<file path="config.mk">
export PLATFORM = sky130hd
export DESIGN_NAME = umem_port_arbiter
export DESIGN_NICKNAME = d
export VERILOG_FILES = /design/src/rtl/umem_arb_pkg.sv /design/src/rtl/umem_grant_fsm.sv /design/src/rtl/umem_port_mux.sv /design/src/rtl/umem_rdata_steer.sv /design/src/rtl/umem_port_arbiter.sv
export SDC_FILE = /design/constraint.sdc
export NUM_CORES = 1
export LEC_CHECK = 0
export ABC_AREA = 1
export BUFFER_PORTS_ARGS = -buffer_cell sky130_fd_sc_hd__buf_2
export CAP_MARGIN = 20
export CORE_AREA = 5 5 73 75
export DETAILED_ROUTE_END_ITERATION = 10
export DIE_AREA = 0 0 78 80
export PLACE_DENSITY = 0.82
export SLEW_MARGIN = 0
export SYNTH_ARGS = -nofsm -noshare
export SYNTH_HDL_FRONTEND = slang
export SYNTH_HIERARCHICAL = 1
export SYNTH_SLANG_ARGS = --single-unit
</file>
<file path="constraint.sdc">
create_clock -name clk -period 2.2 [get_ports clk]
set_input_delay 0.11 -clock clk [delete_from_list [all_inputs] [get_ports clk]]
set_output_delay 0.11 -clock clk [all_outputs]
set_load 0.1 [all_outputs]
</file>
<file path="src/rtl/umem_arb_pkg.sv">
package umem_arb_pkg;
    // Grant tag: which access used the port in the previous cycle
    typedef enum logic [1:0] {
        GNT_IDLE  = 2'd0,
        GNT_FETCH = 2'd1,
        GNT_LOAD  = 2'd2,
        GNT_STORE = 2'd3
    } gnt_state_e;
endpackage

</file>
<file path="src/rtl/umem_grant_fsm.sv">
module umem_grant_fsm
    import umem_arb_pkg::*;
(
    input  logic       clk,
    input  logic       rst_n,
    input  logic       if_req,
    input  logic       dm_req,
    input  logic       dm_we,
    output gnt_state_e gnt_now,
    output gnt_state_e gnt_tag,
    output logic       stall
);
    gnt_state_e state_q;

    // Next-state / current grant: older memory-stage access first
    always_comb begin
        if (dm_req)      gnt_now = dm_we ? GNT_STORE : GNT_LOAD;
        else if (if_req) gnt_now = GNT_FETCH;
        else             gnt_now = GNT_IDLE;
    end

    // State register
    always_ff @(posedge clk) begin
        if (!rst_n) state_q <= GNT_IDLE;
        else        state_q <= gnt_now;
    end

    // Outputs
    always_comb begin
        gnt_tag = state_q;
        unique case (gnt_now)
            GNT_LOAD, GNT_STORE: stall = if_req;
            GNT_FETCH, GNT_IDLE: stall = 1'b0;
        endcase
    end

    a_r4_stall_on_conflict: assert property (@(posedge clk) disable iff (!rst_n)
        (if_req && dm_req) |-> stall)
        else $error("R4 stall missing on conflict");
    a_r5_no_stall_free: assert property (@(posedge clk) disable iff (!rst_n)
        (!dm_req) |-> !stall)
        else $error("R5 stall without conflict");
endmodule

</file>
<file path="src/rtl/umem_port_mux.sv">
module umem_port_mux
    import umem_arb_pkg::*;
#(
    parameter int AW = 8,
    parameter int DW = 32
) (
    input  gnt_state_e      gnt,
    input  logic [AW-1:0]   if_addr,
    input  logic [AW-1:0]   dm_addr,
    input  logic [DW-1:0]   dm_wdata,
    output logic            port_en,
    output logic            port_we,
    output logic [AW-1:0]   port_addr,
    output logic [DW-1:0]   port_wdata
);
    always_comb begin
        port_wdata = '0;
        unique case (gnt)
            GNT_IDLE: begin
                port_en = 1'b0; port_we = 1'b0; port_addr = '0;
            end
            GNT_FETCH: begin
                port_en = 1'b1; port_we = 1'b0; port_addr = if_addr;
            end
            GNT_LOAD: begin
                port_en = 1'b1; port_we = 1'b0; port_addr = dm_addr;
            end
            GNT_STORE: begin
                port_en = 1'b1; port_we = 1'b1; port_addr = dm_addr;
                port_wdata = dm_wdata;
            end
        endcase
    end
endmodule

</file>
<file path="src/rtl/umem_rdata_steer.sv">
module umem_rdata_steer
    import umem_arb_pkg::*;
#(
    parameter int DW = 32
) (
    input  gnt_state_e      tag,
    input  logic [DW-1:0]   rdata,
    output logic            if_vld,
    output logic [DW-1:0]   if_data,
    output logic            dm_vld,
    output logic [DW-1:0]   dm_data
);
    always_comb begin
        if_vld  = 1'b0;
        dm_vld  = 1'b0;
        if_data = '0;
        dm_data = '0;
        unique case (tag)
            GNT_FETCH: begin if_vld = 1'b1; if_data = rdata; end
            GNT_LOAD:  begin dm_vld = 1'b1; dm_data = rdata; end
            GNT_IDLE, GNT_STORE: ;
        endcase
    end
endmodule

</file>
<file path="src/rtl/umem_port_arbiter.sv">
module umem_port_arbiter
    import umem_arb_pkg::*;
#(
    parameter int AW = 8,
    parameter int DW = 32
) (
    input  logic          clk,
    input  logic          rst_n,
    input  logic          if_req,
    input  logic [AW-1:0] if_addr,
    input  logic          dm_req,
    input  logic          dm_we,
    input  logic [AW-1:0] dm_addr,
    input  logic [DW-1:0] dm_wdata,
    output logic          mem_en,
    output logic          mem_we,
    output logic [AW-1:0] mem_addr,
    output logic [DW-1:0] mem_wdata,
    input  logic [DW-1:0] mem_rdata,
    output logic          fetch_stall,
    output logic          if_rdata_vld,
    output logic [DW-1:0] if_rdata,
    output logic          dm_rdata_vld,
    output logic [DW-1:0] dm_rdata
);
    gnt_state_e gnt_now;
    gnt_state_e gnt_tag;

    umem_grant_fsm u_fsm (
        .clk(clk), .rst_n(rst_n), .if_req(if_req), .dm_req(dm_req),
        .dm_we(dm_we), .gnt_now(gnt_now), .gnt_tag(gnt_tag), .stall(fetch_stall)
    );

    umem_port_mux #(.AW(AW), .DW(DW)) u_mux (
        .gnt(gnt_now), .if_addr(if_addr), .dm_addr(dm_addr), .dm_wdata(dm_wdata),
        .port_en(mem_en), .port_we(mem_we), .port_addr(mem_addr), .port_wdata(mem_wdata)
    );

    umem_rdata_steer #(.DW(DW)) u_steer (
        .tag(gnt_tag), .rdata(mem_rdata),
        .if_vld(if_rdata_vld), .if_data(if_rdata),
        .dm_vld(dm_rdata_vld), .dm_data(dm_rdata)
    );

    a_r1_port_enable: assert property (@(posedge clk) disable iff (!rst_n)
        mem_en == (if_req || dm_req))
        else $error("R1 port enable mismatch");
    a_r3_data_wins: assert property (@(posedge clk) disable iff (!rst_n)
        dm_req |-> (mem_addr == dm_addr && mem_we == dm_we))
        else $error("R3 data request not granted");
    a_r2_fetch_read_only: assert property (@(posedge clk) disable iff (!rst_n)
        (if_req && !dm_req) |-> (mem_addr == if_addr && !mem_we))
        else $error("R2 fetch port drive wrong");
    a_r6_fetch_return: assert property (@(posedge clk) disable iff (!rst_n)
        (if_req && !dm_req) |=> (if_rdata_vld && !dm_rdata_vld))
        else $error("R6 fetch data not returned");
    a_r7_load_return: assert property (@(posedge clk) disable iff (!rst_n)
        (dm_req && !dm_we) |=> (dm_rdata_vld && !if_rdata_vld))
        else $error("R7 load data not returned");
    a_r7_one_return: assert property (@(posedge clk) disable iff (!rst_n)
        $onehot0({if_rdata_vld, dm_rdata_vld}))
        else $error("R7 both valids high");
endmodule

</file>
# --- Word level (Yosys, flattened, before mapping) ---
# Index checks and enable logic that the tools add are counted.
classes:
  n_eq_ne: 5
  n_mux: 12
  reduce_logical: 5
op_table:
  columns: ["cell", "count"]
  rows:
  - ["$mux W32", 3]
  - ["$pmux W8 S3", 1]
  - ["$eq A2 B2 Y1 const B", 3]
  - ["$pmux W1 S2", 3]
  - ["$reduce_or A3 Y1", 2]
  - ["$eq A2 B1 Y1 const B", 2]
  - ["$mux W1", 4]
  - ["$reduce_or A2 Y1", 2]
  - ["$logic_not A2 Y1", 1]
  - ["$mux W2", 1]
totals:
  register_bits: 2
  word_cells: 23

# --- Logic depth before layout (Yosys ltp) ---
# Gate-level depths: netlist of the first run.
logic_depth:
  depth_word: 5
  mapped_depth: 8
  ltp_nobuf: 6

# --- Cells and area by module ---
# Netlist of the first run, hierarchy kept.
by_module_without_submodules:
  columns: ["mod", "instances", "cells_per_inst", "area_per_inst_um2"]
  rows:
  - ["umem_port_mux", 1, 97, 486.7]
  - ["umem_rdata_steer", 1, 108, 470.5]
  - ["umem_grant_fsm", 1, 16, 101.3]

# --- Worst setup path after synthesis of the first run ---
# No wires, ideal clock.
synth_timing:
  kind: "reg2out"
  from: "reg u_fsm.state_q[0] (netlist: u_fsm/gnt_tag[0])"
  to: "out dm_rdata[22]"
  arrival_ns: 1.848
  required_ns: 2.090
  setup_slack_ns: 0.242
  stages_incl_launch_ff: 5
  path_cell_list: "dfxtp_1 -> inv_2 -> nand2_4 -> buf_6 -> nor2_1"
synth_between:
  elab_chain_cells: 2
synth_lines:
  columns: ["item", "line", "source"]
  rows:
  - ["start, declared", "umem_grant_fsm.sv:13", "gnt_state_e state_q;"]
  - ["start signal, assigned", "umem_grant_fsm.sv:25", "else state_q <= gnt_now;"]
  - ["$eq A2 B2 Y1", "umem_rdata_steer.sv:18", "unique case (tag)"]
  - ["$mux W32", "umem_rdata_steer.sv:18", null]
  - ["end, declared", "umem_port_arbiter.sv:24", "output logic [DW-1:0] dm_rdata"]
# Every way passes these cells.

# --- Worst setup path in the final report of the first run ---
layout_timing:
  from: "in dm_req"
  to: "out mem_wdata[11]"
layout_between:
  elab_chain_cells: 3
layout_lines:
  columns: ["item", "line", "source"]
  rows:
  - ["start, declared", "umem_port_arbiter.sv:11", "input logic dm_req,"]
  - ["$mux W2", "umem_grant_fsm.sv:17", "if (dm_req) gnt_now = dm_we ? GNT_STORE : GNT_LOAD;"]
  - ["via gnt_now[0]", "umem_port_arbiter.sv:26", "gnt_state_e gnt_now;"]
  - ["$eq A2 B2 Y1", "umem_port_mux.sv:18", "unique case (gnt)"]
  - ["$mux W32", "umem_port_mux.sv:18", null]
  - ["end, declared", "umem_port_arbiter.sv:18", "output logic [DW-1:0] mem_wdata,"]
# The timed path passes the listed nets, and every way through them passes these cells.

==> metrics.md, run 1 <==
| Metric | Value |
|---|---|
| Clock root cell | clkbuf_8 |
| Drt total wl | 4.56 mm |
| Cell count after synthesis | 221 |
| 1st-iter DRT viols | 29 |
| Initial antenna violation count | 0 |
| Clock Sinks | 2 |
| Vias in the first global route | 1735 |
| Post-synthesis cell area | 1060 sq um |
| CTS tree | yes |
| Worst slew pin tran | 0.498 ns |
| Vias per inst | slightly below 4 |
| Worst Path Arrival | 1.80 ns |
| Horiz. Die Dim | 78 um |
| Fin. max-slew vios | 0 |
| Routed len/inst | between 9 and 10 um |
| Area fraction of the dominant cell type after synthesis | 26.2% |
| Total track usage | a little over an eighth |
| Die Area | between 6000 and 7000 sq um |
| Core Box Area | 4600 sq um |
| Starting density of the core | between 20% and 30% |
| Gr ovfl total | 0 |
| Post-layout util | 45.3% |
| Std-Cell Rows | 25 |
| Hold buffers post-CTS | 0 |
| Diode count | 0 |
| Final min period | 1.91 ns |
| Fmax achieved | 522 MHz |
| Count of cell types in the netlist | 12 |
| Chip height | 80 um |
| Yosys top cell by area | inv_1 |
| Leakage | roughly 1.7 nW |
| Path category of the worst min-delay check | primary input to flop |
| Warnings, synthesis | 6 |
| Post-CTS Setup Bufs | 0 |
| Total CTS buffers | 3 |
| Final Cell Area | 2080 sq um |
| Post-Syn Area per Cell | 4.79 sq um |
| Post_cts resized | 0 |
| Slew headroom | 67.0% |
| Mapped Nets | slightly above 300 |
| Layout cells sized above 1 | 58.0% |
| Synth top area cells | inv_1, nor2_1, nor2_2 |
| Clock buffer depth | 2 |
| HPWL after DPL | 4.07 mm |
| # H-tree levels | 1 |
| Category of the most critical setup path | primary input to primary output |
| Final Setup Violations | 0 |
| Post-synthesis register bit count | 2 |
| Antenna viol nets, final | 0 |
| VDD IR max | about 0.37 mV |
| Port bufs | between 150 and 200 |
| I/O pins | 194 |
| Placed cell area | slightly above 2000 sq um |
| Post-route setup TNS | 0 ns |
| Status | completed |
| Critical path peak fanout | 33 |
| Final period util | 87.0% |
| Pwr Density | 577 nW/um^2 |
| Max_cap viols | 0 |
| Vias | 1797 |
| Max reg flops | 2 |
| Largest net degree at the start of global routing | 34 |
| RSZ-0062 raised after global routing | no |
| Nets | around 490 |
| Hold Vio Cnt, Final | 0 |
| Remaining DRCs | 0 |
| Worst Path Required | 2.09 ns |
| Worst Setup Start Kind | primary input |
| Worst-path clk slew | roughly 0.030 ns |
| Minimum hold slack | 0.110 ns |
| Seq/Total Area, Yosys | about 3.8% |
| RD Place Congestion | 0.773 |
| Area delta synth->final | 96.9% |
| Worst setup EP type | primary output |
| Router iterations before antenna repair | 4 |
| First-pass GRT wire length | approximately 7.1 mm |
## cells in the mapped netlist
cell / n
nor2_2: 32
buf_4: 3
inv_1: 74
nand2_2: 1
inv_2: 3
nand3_1: 8
nand2_1: 20
nor2_1: 65
nand2_4: 3
buf_6: 9
dfxtp_1: 2
or2_1: 1
## stage by stage
| step | worst slack [ns] | std cells | total power, mW |
|---|---|---|---|
| 4_1_cts | 0.275 | 459 | 1.21 |
| 6_report | 0.286 | 459 | 1.20 |
| 5_1_grt | 0.0769 | 459 | 1.26 |
| 2_1_floorplan | 0.242 | 221 | 0.898 |
| 3_5_place_dp | 0.279 | 456 | 1.07 |
| 3_3_place_gp | 0.373 | 456 | 1.06 |
## cells by family (layout without fill, tap and decap cells)
logic type	Yosys count	in the layout	share of synthesized area (%)
buffers and inverters	89	273	39.0
DFF	2	2	3.78
and+or+nand+nor	130	130	57.2
## cells in the final DEF (no fill, tap or decap), drive strengths merged
| cell | count |
|---|---|
| buf | 193 |
| clkbuf | 3 |
| dfxtp | 2 |
| inv | 77 |
| nand2 | 24 |
| nand3 | 8 |
| nor2 | 97 |
| or2 | 1 |
## worst max-delay path, stage by stage
cell	delay [ns]
buf_2	0.26
inv_1	0.07
nand2_1	0.08
nand2_2	0.05
inv_1	0.26
nand2_4	0.33
nor2_2	0.17
buf_2	0.44
## layout make-up
class	instances	area, sq um
well taps	54	67.6
multi-input cells	130	606
flip-flops and latches	2	40.0
inverters	77	289
clock buffers	3	41.3
fillers	474	2510
repair buffers	193	1040
## metal layers
layer	track usage, %	vias to the layer above	share of wire, %
met5	0	-	0
met4	2.36	0	1.3
met3	5.19	4	16
met2	25.5	122	49
met1	13.2	719	34
li1	-	952	-
## worst paths after layout
path | startpoint | endpoint | slack (ns) | depth (start not counted)
max | dm_req | mem_wdata[11] | 0.29 | 8
min | rst_n | u_fsm/gnt_tag[1] | 0.11 | 3
## power by group
part	switching [mW]	internal (mW)	total [mW]	leakage, nW
logic	0.855	0.167	1.02	1.63
registers	0.00262	0.0389	0.0415	0.0167
clock network	0.0238	0.115	0.139	0.0216
total	0.881	0.322	1.20	1.66
Power figures use the tool's default switching activity.
==> inputs of run 2 (changes only) <==
Settings changed: CORE_AREA 5 5 73 75 to not set, CORE_MARGIN set to 8, CORE_UTILIZATION set to 29, DIE_AREA 0 0 78 80 to not set, PLACE_DENSITY 0.82 to 0.95.
==> metrics.md, run 2 (same netlist as run 1, synthesis figures left out) <==
| Metric | Value |
|---|---|
| Initial antenna violation count | 0 (unchanged) |
| Largest net degree at the start of global routing | 34 (unchanged) |
| Std-Cell Rows | 22 (-12%) |
| Placed cell area | 1970 sq um (-3.7%) |
| Slowest CP cell | buf_2 |
| Routed len/inst | 11.6 um (+17%) |
| 1st-iter DRT viols | 23 (-21%) |
| Min-Delay Path Depth | 3 (unchanged) |
| Worst Path Required | 2.09 ns (about the same) |
| Most common cell after layout, fill and taps aside | buf_2 |
| Final period util | 77.1% (-9.9 points) |
| First-pass GRT wire length | 8.14 mm (+14%) |
| RSZ-0062 raised after global routing | no |
| Pwr Density | 571 nW/um^2 (-1.1%) |
| Clock Sinks | 2 (unchanged) |
| Core Box Area | 3580 sq um (-22%) |
| Leakage | 1.64 nW (-1.2%) |
| Clock root cell | clkbuf_4 |
| HPWL after DPL | 4.75 mm (+16%) |
| Die Area | 5840 sq um (-6.4%) |
| Commonest non-fill, non-tap cells in the layout | buf_2, inv_1, nor2_1 |
| Worst setup EP type | primary output |
| Worst slew pin tran | 0.501 ns (+0.00347 ns) |
| Antenna viol nets, final | 0 (unchanged) |
| Drt total wl | 5.27 mm (+16%) |
| Worst Setup Start Kind | primary input |
| Status | completed |
| Register area | 40.0 sq um (unchanged) |
| Post-route setup TNS | 0 ns (unchanged) |
| Filler Cell Count | 332 (-30%) |
| Gr ovfl total | 0 (unchanged) |
| Max_cap viols | 0 (unchanged) |
| Combinational share of power | 89.1% (+4.1 points) |
| Total track usage | 16.3% (+3.2 points) |
| VDD IR max | 0.303 mV (-18%) |
| Port bufs | 193 (unchanged) |
| Path category of the worst min-delay check | primary input to flop |
| Slew headroom | 66.8% (-0.23 points) |
| Internal power | 255 uW (-21%) |
| CTS tree | yes |
| Fin. max-slew vios | 0 (unchanged) |
| Psw | 882 uW (about the same) |
| Area delta synth->final | 88.1% |
| CP peak stage delay | 0.45 ns (about the same) |
| Layout cells sized above 1 | 58.1% (+0.10 points) |
| Worst hold start | rst_n |
| Worst Path Arrival | 1.59 ns (-0.21 ns) |
| Clock buffer depth | 2 (unchanged) |
| Category of the most critical setup path | primary input to primary output |
| CP Cell Sequence | buf_2 -> inv_1 -> nand2_1 -> nand2_2 -> inv_1 -> nand2_4 -> nor2_2 -> buf_2 |
| Diode count | 0 (unchanged) |
| I/O pins | 194 (unchanged) |
| Nets | 493 (+0.20%) |
| Post_cts resized | 0 (unchanged) |
| Post-CTS Setup Bufs | 0 (unchanged) |
| Multi-input gate area | 606 sq um (unchanged) |
| Vias | 1812 (+0.83%) |
| Worst-path clk slew | 0.03 ns (about the same) |
| # H-tree levels | 1 (unchanged) |
| Critical path peak fanout | 33 (unchanged) |
| Final min period | 1.70 ns (-0.217 ns) |
| Router iterations before antenna repair | 4 (unchanged) |
| Final Cell Area | 1990 sq um (-4.5%) |
| RD Place Congestion | 0.806 (+4.2%) |
| Vias per inst | 3.99 (+1.9%) |
| Total power draw | 1.14 mW (-5.5%) |
| Net Sw Frac | 77.6% (+4.3 points) |
| Hold Vio Cnt, Final | 0 (unchanged) |
| Critical path startpoint | dm_req |
| Hold buffers post-CTS | 0 (unchanged) |
| Horiz. Die Dim | 76.4 um (-2.0%) |
| Starting density of the core | 29.6% (+6.6 points) |
| Remaining DRCs | 0 (unchanged) |
| Fmax achieved | 589 MHz (+13%) |
| Final Setup Violations | 0 (unchanged) |
| Clock share of power | 7.2% (-4.4 points) |
| Chip height | 76.4 um (-4.5%) |
| Max reg flops | 2 (unchanged) |
| Sequential power share | 3.6% (about the same) |
| Total CTS buffers | 3 (unchanged) |
| Vias in the first global route | 1824 (+5.1%) |
| Worst Hold End | u_fsm/gnt_tag[1] |
## run 2: stage by stage
step / utilization (%) / worst slack (ns) / hold WS (ns) / std cells
detailed placement: 55.0 / 0.502 / 0.315 / 451
floorplan: - / 0.242 / 0.203 / 221
global placement: 55.0 / 0.540 / 0.312 / 451
global route: 55.6 / 0.382 / 0.0942 / 454
CTS: 55.6 / 0.495 / 0.0780 / 454
finish: 55.6 / 0.503 / 0.0845 / 454
## run 2: cell type report
cell class | count | share of cell area [%]
clock buffers | 3 | 1.13
flip-flops and latches | 2 | 2.01
multi-input cells | 130 | 30.4
repair buffers | 194 | 48.9
well taps | 48 | 3.02
inverters | 77 | 14.5
## run 2: how the worst max path moves through the flow
stage                          to  slack, ns
floorplan            dm_rdata[22]       0.24
global placement    mem_wdata[26]       0.54
detailed placement  mem_wdata[10]       0.50
CTS                 mem_wdata[10]       0.50
global route        mem_wdata[25]       0.38
finish              mem_wdata[10]       0.50
## run 2: routing by layer
layer | share of wire (%) | global-route usage, % | vias up
met4 | 0.97 | 3.46 | 0
met1 | 35 | 14.0 | 731
met3 | 12 | 8.96 | 6
met2 | 51 | 31.9 | 122
met5 | 0 | 0 | -
li1 | - | - | 953
## run 2: power groups by stage
stage               logic (mW)  clock network, mW  registers [mW]
floorplan                0.856                  0          0.0417
global placement          1.01                  0          0.0418
detailed placement        1.02                  0          0.0418
CTS                       1.02             0.0864          0.0414
global route              1.05             0.0953          0.0415
finish                    1.01             0.0820          0.0413
## run 2: worst max-delay path: cells and delay by family
family	cells	cell delay (ns)
and+or+nand+nor	4	0.59
buffers and inverters	4	0.88
